File: src/rtl/cpb_pkg.sv
`timescale 1ns/1ps
package cpb_pkg;
   typedef enum logic [0:0] {
      PORT_INST = 1'b0,
      PORT_DATA = 1'b1
   } port_e;

   typedef enum logic [0:0] {
      ST_IDLE   = 1'b0,
      ST_ENGINE = 1'b1
   } fe_state_e;

   localparam int NPORT = 2;
endpackage

File: src/rtl/cpb_phase.sv
`timescale 1ns/1ps
// Tracks where the fast clock sits inside one slow period.
module cpb_phase #(
   parameter int RATIO = 2
) (
   input  logic clk,
   input  logic rst,
   output logic aligned
);
   localparam int CW = (RATIO > 1) ? $clog2(RATIO) : 1;
   localparam logic [CW-1:0] LAST = CW'(RATIO - 1);

   if (RATIO < 1) begin : g_bad_ratio
      $error("cpb_phase: RATIO must be at least 1");
   end

   logic [CW-1:0] cnt_q;

   always_ff @(posedge clk) begin
      if (rst) begin
         cnt_q <= '0;
      end else if (cnt_q == LAST) begin
         cnt_q <= '0;
      end else begin
         cnt_q <= cnt_q + CW'(1);
      end
   end

   assign aligned = (cnt_q == LAST);
endmodule

File: src/rtl/cpb_pick.sv
`timescale 1ns/1ps
// Fixed-priority choice between the two clients.
module cpb_pick #(
   parameter bit DATA_FIRST = 1'b1
) (
   input  logic req_ins,
   input  logic req_dat,
   output logic gnt_ins,
   output logic gnt_dat
);
   if (DATA_FIRST) begin : g_data_first
      assign gnt_dat = req_dat;
      assign gnt_ins = req_ins & ~req_dat;
   end else begin : g_ins_first
      assign gnt_ins = req_ins;
      assign gnt_dat = req_dat & ~req_ins;
   end
endmodule

File: src/rtl/cpb_resp.sv
`timescale 1ns/1ps
// Per-client response stretcher and read-word holder.
module cpb_resp #(
   parameter int DATA_W = 64,
   parameter int HOLD   = 2
) (
   input  logic              clk,
   input  logic              rst,
   input  logic              fire_ack,
   input  logic              fire_tmo,
   input  logic              load,
   input  logic [DATA_W-1:0] din,
   output logic              ack,
   output logic              tmo,
   output logic              busy,
   output logic [DATA_W-1:0] dout
);
   localparam int HW = $clog2(HOLD + 1);
   localparam logic [HW-1:0] HOLD_V = HW'(HOLD);

   if (HOLD < 1) begin : g_bad_hold
      $error("cpb_resp: HOLD must be at least 1");
   end
   if (DATA_W < 1) begin : g_bad_width
      $error("cpb_resp: DATA_W must be positive");
   end

   logic [HW-1:0]     cnt_q;
   logic              is_tmo_q;
   logic [DATA_W-1:0] word_q;

   always_ff @(posedge clk) begin
      if (rst) begin
         cnt_q    <= '0;
         is_tmo_q <= 1'b0;
         word_q   <= '0;
      end else if (fire_ack || fire_tmo) begin
         cnt_q    <= HOLD_V;
         is_tmo_q <= fire_tmo;
         if (fire_ack && load) begin
            word_q <= din;
         end
      end else if (cnt_q != '0) begin
         cnt_q <= cnt_q - HW'(1);
      end
   end

   assign busy = (cnt_q != '0);
   assign ack  = busy & ~is_tmo_q;
   assign tmo  = busy & is_tmo_q;
   assign dout = word_q;
endmodule

File: src/rtl/dualport_mem_frontend.sv
`timescale 1ns/1ps
module dualport_mem_frontend
   import cpb_pkg::*;
#(
   parameter int DATA_W     = 64,
   parameter int ADDR_W     = 26,
   parameter int MEM_AW     = 22,
   parameter int CLK_RATIO  = 2,
   parameter bit DATA_FIRST = 1'b1
) (
   input  logic              clk_fast,
   input  logic              rst,
   input  logic              ins_stb,
   input  logic [ADDR_W-1:0] ins_addr,
   output logic              ins_ack,
   output logic              ins_tmo,
   output logic [DATA_W-1:0] ins_rdata,
   input  logic              dat_stb,
   input  logic              dat_we,
   input  logic [ADDR_W-1:0] dat_addr,
   input  logic [DATA_W-1:0] dat_wdata,
   output logic              dat_ack,
   output logic              dat_tmo,
   output logic [DATA_W-1:0] dat_rdata,
   output logic              mem_req,
   output logic              mem_we,
   output logic [MEM_AW-1:0] mem_addr,
   output logic [DATA_W-1:0] mem_wdata,
   input  logic              mem_done,
   input  logic [DATA_W-1:0] mem_rdata
);
   localparam int HOLD = CLK_RATIO;

   if (MEM_AW > ADDR_W) begin : g_bad_aw
      $error("dualport_mem_frontend: MEM_AW exceeds ADDR_W");
   end
   if (MEM_AW < 1) begin : g_bad_maw
      $error("dualport_mem_frontend: MEM_AW must be positive");
   end
   if (CLK_RATIO < 1) begin : g_bad_ratio
      $error("dualport_mem_frontend: CLK_RATIO must be at least 1");
   end

   // phase and choice
   logic aligned;
   logic gnt_ins, gnt_dat;

   cpb_phase #(.RATIO(CLK_RATIO)) u_phase (
      .clk    (clk_fast),
      .rst    (rst),
      .aligned(aligned)
   );

   cpb_pick #(.DATA_FIRST(DATA_FIRST)) u_pick (
      .req_ins(ins_stb),
      .req_dat(dat_stb),
      .gnt_ins(gnt_ins),
      .gnt_dat(gnt_dat)
   );

   // response side, one stretcher per client
   logic [NPORT-1:0]  fire_ack, fire_tmo, load, rsp_ack, rsp_tmo, rsp_busy;
   logic [DATA_W-1:0] rsp_word [NPORT];

   for (genvar p = 0; p < NPORT; p++) begin : g_rsp
      cpb_resp #(.DATA_W(DATA_W), .HOLD(HOLD)) u_rsp (
         .clk     (clk_fast),
         .rst     (rst),
         .fire_ack(fire_ack[p]),
         .fire_tmo(fire_tmo[p]),
         .load    (load[p]),
         .din     (mem_rdata),
         .ack     (rsp_ack[p]),
         .tmo     (rsp_tmo[p]),
         .busy    (rsp_busy[p]),
         .dout    (rsp_word[p])
      );
   end

   assign ins_ack   = rsp_ack[PORT_INST];
   assign ins_tmo   = rsp_tmo[PORT_INST];
   assign ins_rdata = rsp_word[PORT_INST];
   assign dat_ack   = rsp_ack[PORT_DATA];
   assign dat_tmo   = rsp_tmo[PORT_DATA];
   assign dat_rdata = rsp_word[PORT_DATA];

   // request selection and range test
   fe_state_e         state_q;
   port_e             owner_q;
   logic [ADDR_W-1:0] sel_addr;
   logic              sel_in_range;
   logic              take;

   assign sel_addr = gnt_dat ? dat_addr : ins_addr;

   if (MEM_AW < ADDR_W) begin : g_range_cut
      assign sel_in_range = ~|sel_addr[ADDR_W-1:MEM_AW];
   end else begin : g_range_full
      assign sel_in_range = 1'b1;
   end

   assign take = (state_q == ST_IDLE) && aligned && !(|rsp_busy)
                 && (gnt_ins || gnt_dat);

   always_comb begin
      fire_tmo           = '0;
      fire_ack           = '0;
      load               = '0;
      load[PORT_INST]    = 1'b1;
      load[PORT_DATA]    = ~mem_we;
      if (take && !sel_in_range) begin
         fire_tmo[PORT_DATA] = gnt_dat;
         fire_tmo[PORT_INST] = gnt_ins;
      end
      if (state_q == ST_ENGINE && mem_done) begin
         fire_ack[owner_q] = 1'b1;
      end
   end

   always_ff @(posedge clk_fast) begin
      if (rst) begin
         state_q   <= ST_IDLE;
         owner_q   <= PORT_INST;
         mem_req   <= 1'b0;
         mem_we    <= 1'b0;
         mem_addr  <= '0;
         mem_wdata <= '0;
      end else begin
         case (state_q)
            ST_IDLE: begin
               if (take && sel_in_range) begin
                  state_q   <= ST_ENGINE;
                  owner_q   <= gnt_dat ? PORT_DATA : PORT_INST;
                  mem_req   <= 1'b1;
                  mem_we    <= gnt_dat & dat_we;
                  mem_addr  <= sel_addr[MEM_AW-1:0];
                  mem_wdata <= dat_wdata;
               end
            end
            default: begin
               if (mem_done) begin
                  state_q <= ST_IDLE;
                  mem_req <= 1'b0;
               end
            end
         endcase
      end
   end
endmodule

File: config.mk
export PLATFORM = sky130hd
export DESIGN_NAME = dualport_mem_frontend
export DESIGN_NICKNAME = d
export VERILOG_FILES = /design/src/rtl/cpb_pkg.sv /design/src/rtl/cpb_phase.sv /design/src/rtl/cpb_pick.sv /design/src/rtl/cpb_resp.sv /design/src/rtl/dualport_mem_frontend.sv
export SDC_FILE = /design/constraint.sdc
export NUM_CORES = 1
export LEC_CHECK = 0
export ABC_AREA = 1
export BUFFER_PORTS_ARGS = -buffer_cell sky130_fd_sc_hd__buf_4
export CORE_AREA = 2 2 157 159
export CTS_CLUSTER_SIZE = 10
export DETAILED_ROUTE_END_ITERATION = 6
export DIE_AREA = 0 0 159 161
export GPL_TIMING_DRIVEN = 0
export PLACE_DENSITY = 0.73
export SETUP_SLACK_MARGIN = 0.05
export SYNTH_ARGS = -nofsm -noshare
export SYNTH_HDL_FRONTEND = slang
export SYNTH_SLANG_ARGS = --single-unit
File: constraint.sdc
create_clock -name clk_fast -period 2.7 [get_ports clk_fast]
set_clock_uncertainty 0.1 [all_clocks]
set_input_delay 0.27 -clock clk_fast [delete_from_list [all_inputs] [get_ports clk_fast]]
set_output_delay 0.27 -clock clk_fast [all_outputs]
set_load 0.01 [all_outputs]
==> impl_metrics.ini, run 1 <==
[run_status]
outcome = complete, no violations

[grt]
grt_pass1_vias = 9610
overflow = 0
grt_max_degree = 13
grt_pass1_wl_um = 51100
antenna_found_initial = 0
grtUsageTotal_pct = 24.7

[cts]
root_buffer = clkbuf_16
clk_pin_slew_worst_paths_ns = 0.06
cts_buffer_depth = 3
post_cts_buffers = 0
clkLatencyLatePin_ns = 0.51
cts_made_buffers = 26
clock_sinks = 225
cts.repair.resized = 0
htree_levels = 1
cts_tree = built

[yosys]
synth_area_leaders = dfxtp_1 56%, nor2_1 21%, o21ai_0 13%
synth_edf_count = 0
ys_seq_area_share_pct = 55.6
synth_ff_type = dfxtp_1
yosysUniqueCellTypes = 22
yosysMostFrequentCell = nor2_1
yosys_warnings = 0
async_flop_share_pct = 0
ys_seq_elements = 225
netlist_area_um2 = 8100
synthTopCellsByCount = 445 x nor2_1, 225 x dfxtp_1, 214 x o21ai_0
synth_top_cell_by_area = dfxtp_1
syn-mean-instance-area_um2 = 7.54
synth_top_area_share_pct = 55.6
syn_inst = 1074
synth_nets = 1260

[setup_path]
worst_ep_required_time_ns = 3.06
path_cells = dlygate4sd3_1 -> buf_2 -> inv_1 -> buf_2 -> buf_4 -> clkbuf_1 -> o21ai_0 -> nor2_1
timing.rr.start = state_q
rr_worst_depth = 6
crit_path_frequent_cell = buf_2
cp_slowest_stage_delay_ns = 0.54
cp_max_fo = 10
cp_slowest_cell = dlygate4sd3_1
critPathArrivalTime_ns = 2.40
crit_path_end_kind = flip-flop
rrSetupSlack_ns = 0.81
r2r-end = g_rsp[1].u_rsp.dout[41]
critPathKind = in2reg
cp-start-kind = primary input

[power]
ir_worst_vdd_v = 0.000478
p_per_area_nw_per_um2 = 523
leakagePower_nw = 6.51

[sta]
timing.final.crit_share_pct = 75.7
tightest_slew_ns = 0.583
slew-limit-headroom_pct = 61.1
hold_viol_final = 0
maxSlewViolCount = 0
grt_setup_unrepaired = false
layout_setup_ws_ns = 0.657
period_minus_slack_ns = 2.04
fin_hold_ws_ns = 0.0147
setup-tns-final_ns = 0
fmax_mhz = 490
setup_violations = 0

[final_layout]
area_delta_synth_final_pct = 68.2
drive_gt1_share_pct = 27.9
n_antenna_cell = 0
fin_nets = 1830
fin_area_um2 = 13600

[floorplan]
core_area_um2 = 24000
die_area_um2 = 25600
pin_count = 406
die_y_um = 161
initial_core_util_pct = 33.8
die_w_um = 159
placementRows = 57

[route]
final_antenna_net_count = 0
via_per_inst = 4.77
routed_wl_um = 33400
drt-pass1-iter-count = 5
vias = 9399
drc_errors = 0
drt_iter0_drc = 591
wl_per_cell_um = 17.0

[placed_design]
pre_cts_ws_ns = 0.693
finalWeightedCongestion = 0.891
placed_area_um2 = 11500
port_buffers = 403
hpwl_um = 22500

[hold_path]
min_from = ins_addr[8]
hold_depth = 5
hold_class = in2reg
whs_endpoint = mem_addr[8]

[flow_run]
maxCapViolCount = 0
## placed cells by master (no fill, tap or decap), drive strengths merged, types with 2 or more instances in the layout
master / Yosys / routed
nor2: 448 / 448
buf: 17 / 420
dfxtp: 225 / 225
o21ai: 214 / 214
dlygate4sd3: 0 / 139
clkbuf: 58 / 88
nand2: 86 / 86
inv: 10 / 10
a21oi: 6 / 6
nand3: 5 / 5
nand3b: 2 / 2
nand4: 2 / 2
## final cells by class
cell class	count	area [um2]
well taps	324	405
flip-flops and latches	225	4500
repair buffers	542	4420
plain buffers	75	354
clock buffers	30	707
fillers	2055	10300
inverters	11	45.0
multi-input cells	763	3200
## flip-flops by register name (all words and copies together) (netlist names)
name and count:
mem_addr 22, mem_wdata 64, g_rsp.u_rsp.dout 128, g_rsp.u_rsp.is_tmo_q 2, mem_req 1, g_rsp.u_rsp.cnt_q 4, mem_we 1, owner_q 1
u_phase.aligned 1, state_q 1
## stage by stage
| stage | utilization, % | power (mW) | std cells |
|---|---|---|---|
| 2_1_floorplan | - | 3.61 | 1074 |
| 3_3_place_gp | 48.1 | 3.93 | 1801 |
| 3_5_place_dp | 48.1 | 3.93 | 1801 |
| 4_1_cts | 56.9 | 7.19 | 1970 |
| 5_1_grt | 56.9 | 7.39 | 1970 |
| 6_report | 56.9 | 7.14 | 1970 |
## kinds of logic after synthesis
logic type,Yosys count,synth area share [%]
and+or+nand+nor,543,25.9
DFF,225,55.6
AOI/OAI and AO/OA,220,13.6
buffers and inverters,86,4.93
## what timing repair did
item                                    in CTS  in global routing
endpoints found under the hold margin      204                  0
endpoints found under the setup margin       0                  0
hold buffers                               139                  0
## power breakdown
| group | total [mW] | switching (mW) | internal, mW | leakage, nW |
|---|---|---|---|---|
| Combinational | 0.685 | 0.289 | 0.396 | 4.35 |
| Sequential | 3.37 | 0.0185 | 3.35 | 1.81 |
| Clock | 3.08 | 1.28 | 1.80 | 0.348 |
| Total | 7.14 | 1.58 | 5.55 | 6.51 |
## worst max-delay path, delay by kind of cell
kind            cells  cell delay (ns)
compound gates      1             0.21
buf+inv             6             1.78
simple gates        1             0.14
## metal layers
layer	vias to the layer above	GRT usage [%]	routed length (um)	part of all wire, %
met5	-	0	0	0
met4	0	11.9	1530	4.6
met3	97	6.70	2770	8.3
met2	446	45.3	16500	49
met1	4314	26.4	12600	38
li1	4542	-	-	-
## how the worst max path moves through the flow
stage                     cells past startpoint                       to     from
after floorplan                              11             mem_addr[10]  dat_stb
after global placement                        7  g_rsp[1].u_rsp.dout[57]      rst
after detailed placement                      7  g_rsp[1].u_rsp.dout[62]      rst
after CTS                                     8  g_rsp[1].u_rsp.dout[58]      rst
after global routing                          8  g_rsp[1].u_rsp.dout[60]      rst
final                                         8  g_rsp[1].u_rsp.dout[41]      rst
Power figures use the tool's default switching activity.
==> inputs of run 2 (changes only) <==
- ABC_AREA: 1 -> 0
- CORE_AREA: 2 2 157 159 -> 2 2 159 161
- DIE_AREA: 0 0 159 161 -> 0 0 161 163
- PLACE_DENSITY: 0.73 -> 0.75
- clock period: 2.7 -> 1.7 ns (I/O delays scaled with it)
==> run 2 against run 1 <==
Against the previous run:
- the flow now finishes with violations (negative setup slack)
- sequential share of layout area is 2.6 points lower
- via count is 7.9% higher
- non-clock buffer count is 66 higher
- clock power is 62% higher
- die area is 2.5% higher
- core utilization is 3.3 points higher
- largest power group unchanged
==> impl_metrics.ini, run 2 <==
[run_status]
outcome = finished, violations left
violations = negative setup slack

[final_layout]
fin_nets = 1814
final_cell_mix = 421 x buf_4, 260 x nand2_1, 221 x dfxtp_1
largest_reg_flops = 128
layout_commonest_cell = buf_4
fin_util_pct = 60.1
fin_area_um2 = 14800
drive_gt1_share_pct = 35.9
area_delta_synth_final_pct = 78.9

[yosys]
yosys_warnings = 0
ys_seq_elements = 225
synth_nets = 1193
synth_edf_count = 0
yosysUniqueCellTypes = 33
yosysMostFrequentCell = nand2_1
synth_ff_type = dfxtp_1
syn_inst = 1007
synth_area_leaders = dfxtp_1 54%, a21oi_1 13%, nand2_1 12%
synth_top_cell_by_area = dfxtp_1
netlist_area_um2 = 8300
syn-mean-instance-area_um2 = 8.24
async_flop_share_pct = 0
synth_top_area_share_pct = 54.3
synthTopCellsByCount = 262 x nand2_1, 225 x dfxtp_1, 220 x a21oi_1
ys_seq_area_share_pct = 54.3

[route]
vias = 10100
top_layer = met4
met1_length_um = 14000
met2_length_um = 18200
final_antenna_net_count = 0
drt_iter0_drc = 766
via_per_inst = 5.16
wl_met3_um = 2660
drc_errors = 0
wl_per_cell_um = 18.8
routed_wl_um = 36900
drt-pass1-iter-count = 5

[cts]
clock_sinks = 225
cts_tree = built
htree_levels = 1
root_buffer = clkbuf_16
clkLatencyLatePin_ns = 0.52
cts_made_buffers = 27
clk_pin_slew_worst_paths_ns = 0.06
cts_buffer_depth = 3

[placed_design]
port_buffers = 403
placed_area_um2 = 11700
hpwl_um = 23100
finalWeightedCongestion = 0.841

[sta]
tightest_slew_ns = 0.766
setup_violations = 51
layout_setup_ws_ns = -0.0967
hold_viol_final = 0
fmax_mhz = 557
timing.final.crit_share_pct = 106
period_minus_slack_ns = 1.80
grt_setup_unrepaired = true
fin_hold_ws_ns = 0.0207
maxSlewViolCount = 0
slew-limit-headroom_pct = 48.9

[setup_path]
critPathKind = reg2reg
timing.rr.start = g_rsp[0].u_rsp.cnt_q[1]
r2r-end = mem_addr[11]
endpoint = mem_addr[11]
cp_max_fo = 5
critPathArrivalTime_ns = 2.07
worst_ep_required_time_ns = 1.98
crit_path_end_kind = flip-flop
rr_worst_depth = 6
cp-start-kind = flip-flop
critPathLaunch = g_rsp[0].u_rsp.cnt_q[1]
rrSetupSlack_ns = -0.1

[floorplan]
placementRows = 58
die_w_um = 161
pin_count = 406
initial_core_util_pct = 33.6
core_area_um2 = 24700
die_y_um = 163
die_area_um2 = 26200

[power]
p_per_area_nw_per_um2 = 788
ir_worst_vdd_v = 0.000686
leakagePower_nw = 6.09

[grt]
grtUsageTotal_pct = 25.6
antenna_found_initial = 2
grt_pass1_wl_um = 54000
grt_max_degree = 13
grt_pass1_vias = 10200
overflow = 0

[flow_run]
maxCapViolCount = 0

[hold_path]
hold_class = in2reg
-- run 2: cell types whose count changed after synthesis, moves of 11 or more --
cell,change
a21oi_1,+214
o21ai_1,+50
nor2_1,-433
nand2_1,+180
o21ai_0,-199
buf_1,+11
mux2i_1,+22
a211oi_1,+22
nand3_1,+61
-- run 2: metrics by stage --
step | total power [mW] | setup TNS (ns) | cells | setup slack [ns]
global placement | 6.28 | -95.87 | 1740 | -0.618
detailed placement | 6.29 | -100.41 | 1740 | -0.670
global route | 12.0 | -7.62 | 1964 | -0.158
CTS | 11.6 | -0.679 | 1957 | -0.0381
finish | 11.7 | -1.82 | 1964 | -0.0967
floorplan | 5.76 | 0 | 1007 | 0.0135
-- run 2: logic make-up after synthesis --
kind of cell	count (synthesis)	synth area share (%)
DFF	225	54.3
buffers and inverters	92	5.23
muxes	24	3.06
and+or+nand+nor	353	17.7
AOI/OAI and AO/OA	313	19.8
-- run 2: critical path, stage by stage (launching register included) --
cell and delay [ns]:
dfxtp_4 0.35, nor4b_4 0.31, o211ai_1 0.22, clkbuf_8 0.23, nor2_4 0.17, buf_4 0.20
a211oi_1 0.08
-- run 2: routing by layer --
metal / GRT usage (%) / vias to the layer above
li1: - / 4671
met1: 28.7 / 4756
met2: 45.7 / 554
met3: 5.91 / 157
met4: 12.7 / 0
met5: 0 / -
-- run 2: final cells by class --
cell class,instances,area (um2)
Sequential cell,225,4510
Tap cell,330,413
Clock inverter,2,13.8
Fill cell,1999,9830
Antenna cell,2,5.00
Timing Repair Buffer,594,4930
Multi-Input combinational cell,690,3640
Clock buffer,31,701
Inverter,1,3.75
Buffer,89,616
-- run 2: what timing repair did --
item	in CTS	in global routing
gates cloned	1	1
buffers inserted	10	5
hold endpoints to repair	220	0
pin swaps	8	18
gates resized for setup	108	88
hold buffers	175	0
endpoints found under the setup margin	223	171
-- run 2: worst min-delay path by stage --
stage	to	from	cells after the start
2_1_floorplan	g_rsp[0].u_rsp.dout[0]	mem_rdata[0]	2
3_3_place_gp	u_phase.aligned	u_phase.aligned	1
3_5_place_dp	u_phase.aligned	u_phase.aligned	1
4_1_cts	g_rsp[1].u_rsp.cnt_q[1]	dat_addr[25]	4
5_1_grt	mem_addr[7]	ins_addr[7]	3
6_report	mem_addr[7]	ins_addr[7]	3
-- run 2: power by group --
group / switching (mW) / total [mW] / internal [mW] / leakage (nW)
logic: 0.608 / 1.37 / 0.761 / 3.92
registers: 0.0232 / 5.33 / 5.30 / 1.82
clock network: 2.14 / 5.00 / 2.86 / 0.352
total: 2.78 / 11.7 / 8.93 / 6.09
==> inputs of run 3 (changes only) <==
- SKIP_CTS_REPAIR_TIMING: default -> 1
==> run 3 against run 2 <==
Against the previous run:
- count of clock-buffer cells in the layout unchanged
- critical path type unchanged
- largest power group unchanged
- non-clock buffer count decreased by 12
- sequential share of layout area rose by 0.49 points
- routed wire length down 2.2%
- setup slack improved by 0.010 ns
- the run still ends with negative setup slack left
- critical endpoint is now mem_addr[12]
- register-to-register slack hardly changed
- largest cell class unchanged
==> impl_metrics.ini, run 3 (same netlist as run 2, synthesis figures left out) <==
[route]
drt_iter0_drc = 776
met2_length_um = 18200
wl_met3_um = 2550
vias = 9979
top_layer = met4
wl_per_cell_um = 18.5
met1_length_um = 13800
drt-pass1-iter-count = 5
routed_wl_um = 36100
drc_errors = 0
via_per_inst = 5.12
final_antenna_net_count = 0

[sta]
fmax_mhz = 560
maxSlewViolCount = 0
timing.final.crit_share_pct = 105
slew-limit-headroom_pct = 51.1
layout_setup_ws_ns = -0.0862
hold_viol_final = 0
grt_setup_unrepaired = true
tightest_slew_ns = 0.734
setup-tns-final_ns = -2.47
setup_violations = 57
period_minus_slack_ns = 1.79

[setup_path]
critPathKind = reg2reg
path_buf_inv = 2
critical-path-top-delay-family = compound AO/OA/AOI/OAI gates
cp_slowest_cell = dfxtp_4
cp_slowest_stage_delay_ns = 0.36
cp_max_fo = 10
path_cells = nor4b_4 -> o211a_1 -> buf_6 -> buf_6 -> a21oi_1 -> a211oi_1
critPathArrivalTime_ns = 2.10
worst_ep_required_time_ns = 2.02
crit_path_end_kind = flip-flop
crit_path_frequent_cell = buf_6
cp-start-kind = flip-flop
rrSetupSlack_ns = -0.09

[power]
total_power_mw = 11.6
p_per_area_nw_per_um2 = 795
ir_worst_vdd_v = 0.000700
leakagePower_nw = 6.00

[placed_design]
pre_cts_ws_ns = -0.670
hpwl_um = 23100
numPlacedInstances = 1740
port_buffers = 403
finalWeightedCongestion = 0.841

[grt]
overflow = 0
antenna_found_initial = 0
grt_pass1_vias = 8566
grt_max_degree = 13
grt_pass1_wl_um = 45700
grtUsageTotal_pct = 21.7

[cts]
root_buffer = clkbuf_16
cts_tree = built
clock_sinks = 225
clk_pin_slew_worst_paths_ns = 0.06
htree_levels = 1
cts_buffer_depth = 3
cts_made_buffers = 27
clkLatencyLatePin_ns = 0.52

[final_layout]
n_antenna_cell = 0
layout_commonest_cell = buf_4
largest_reg_flops = 128
final_cell_count_no_fill = 1950
area_delta_synth_final_pct = 75.9
fin_nets = 1802
n_fill_cell = 2029
seq_area_um2 = 4510
final_cell_mix = 422 x buf_4, 261 x nand2_1, 222 x dfxtp_1
multi_input_area_um2 = 3540
drive_gt1_share_pct = 34.3

[floorplan]
die_y_um = 163
core_area_um2 = 24700
initial_core_util_pct = 33.6
placementRows = 58
pin_count = 406
die_w_um = 161
die_area_um2 = 26200

[run_status]
violations = negative setup slack
outcome = finished, violations left

[hold_path]
hold_class = in2reg

[flow_run]
maxCapViolCount = 0
run 3: cell count changes in the layout (fill, tap and decap cells not counted), sizes merged:
cell,before,now
buf,461,456
dlygate4sd3,175,171
clkbuf,78,75
diode,2,0
run 3: worst min-delay path: cells and delay by family:
family	cells	cell delay [ns]
compound gates	1	0.22
buf+inv	1	0.08
mux	1	0.09
run 3: path summary, 6_finish.rpt:
| check | start | end | cells after the start |
|---|---|---|---|
| worst max-delay path | state_q | mem_addr[12] | 6 |
| worst min-delay path | ins_addr[0] | mem_addr[0] | 3 |
| worst max register to register | state_q | mem_addr[12] | 6 |
| worst min register to register | u_phase.aligned | u_phase.aligned | 1 |
run 3: through the flow:
stage | hold WS, ns | utilization [%] | cell area (um2)
final | 0.00323 | 59.1 | 14600
after global routing | 0.0173 | 59.1 | 14600
after CTS | -0.218 | 50.5 | 12500
after detailed placement | 0.296 | 47.6 | 11700
after global placement | 0.293 | 47.6 | 11700
after floorplan | 0.206 | - | 8300
run 3: layer usage:
| metal | up-vias | global-route usage, % |
|---|---|---|
| li1 | 4659 | - |
| met1 | 4685 | 26.5 |
| met2 | 508 | 36.8 |
| met3 | 127 | 5.42 |
| met4 | 0 | 8.40 |
| met5 | - | 0 |
run 3: layout make-up:
cell class              count  share of cell area [%]
multi-input cells         690                    24.3
well taps                 330                    2.83
inverters                   1                  0.0257
clock inverters             2                  0.0943
plain buffers              89                    4.02
clock buffers              31                    4.80
repair buffers            582                    33.1
flip-flops and latches    225                    30.9
run 3: where the power goes:
group / switching (mW) / internal (mW)
combinational: 0.580 / 0.725
clock: 2.11 / 2.86
sequential: 0.0227 / 5.31
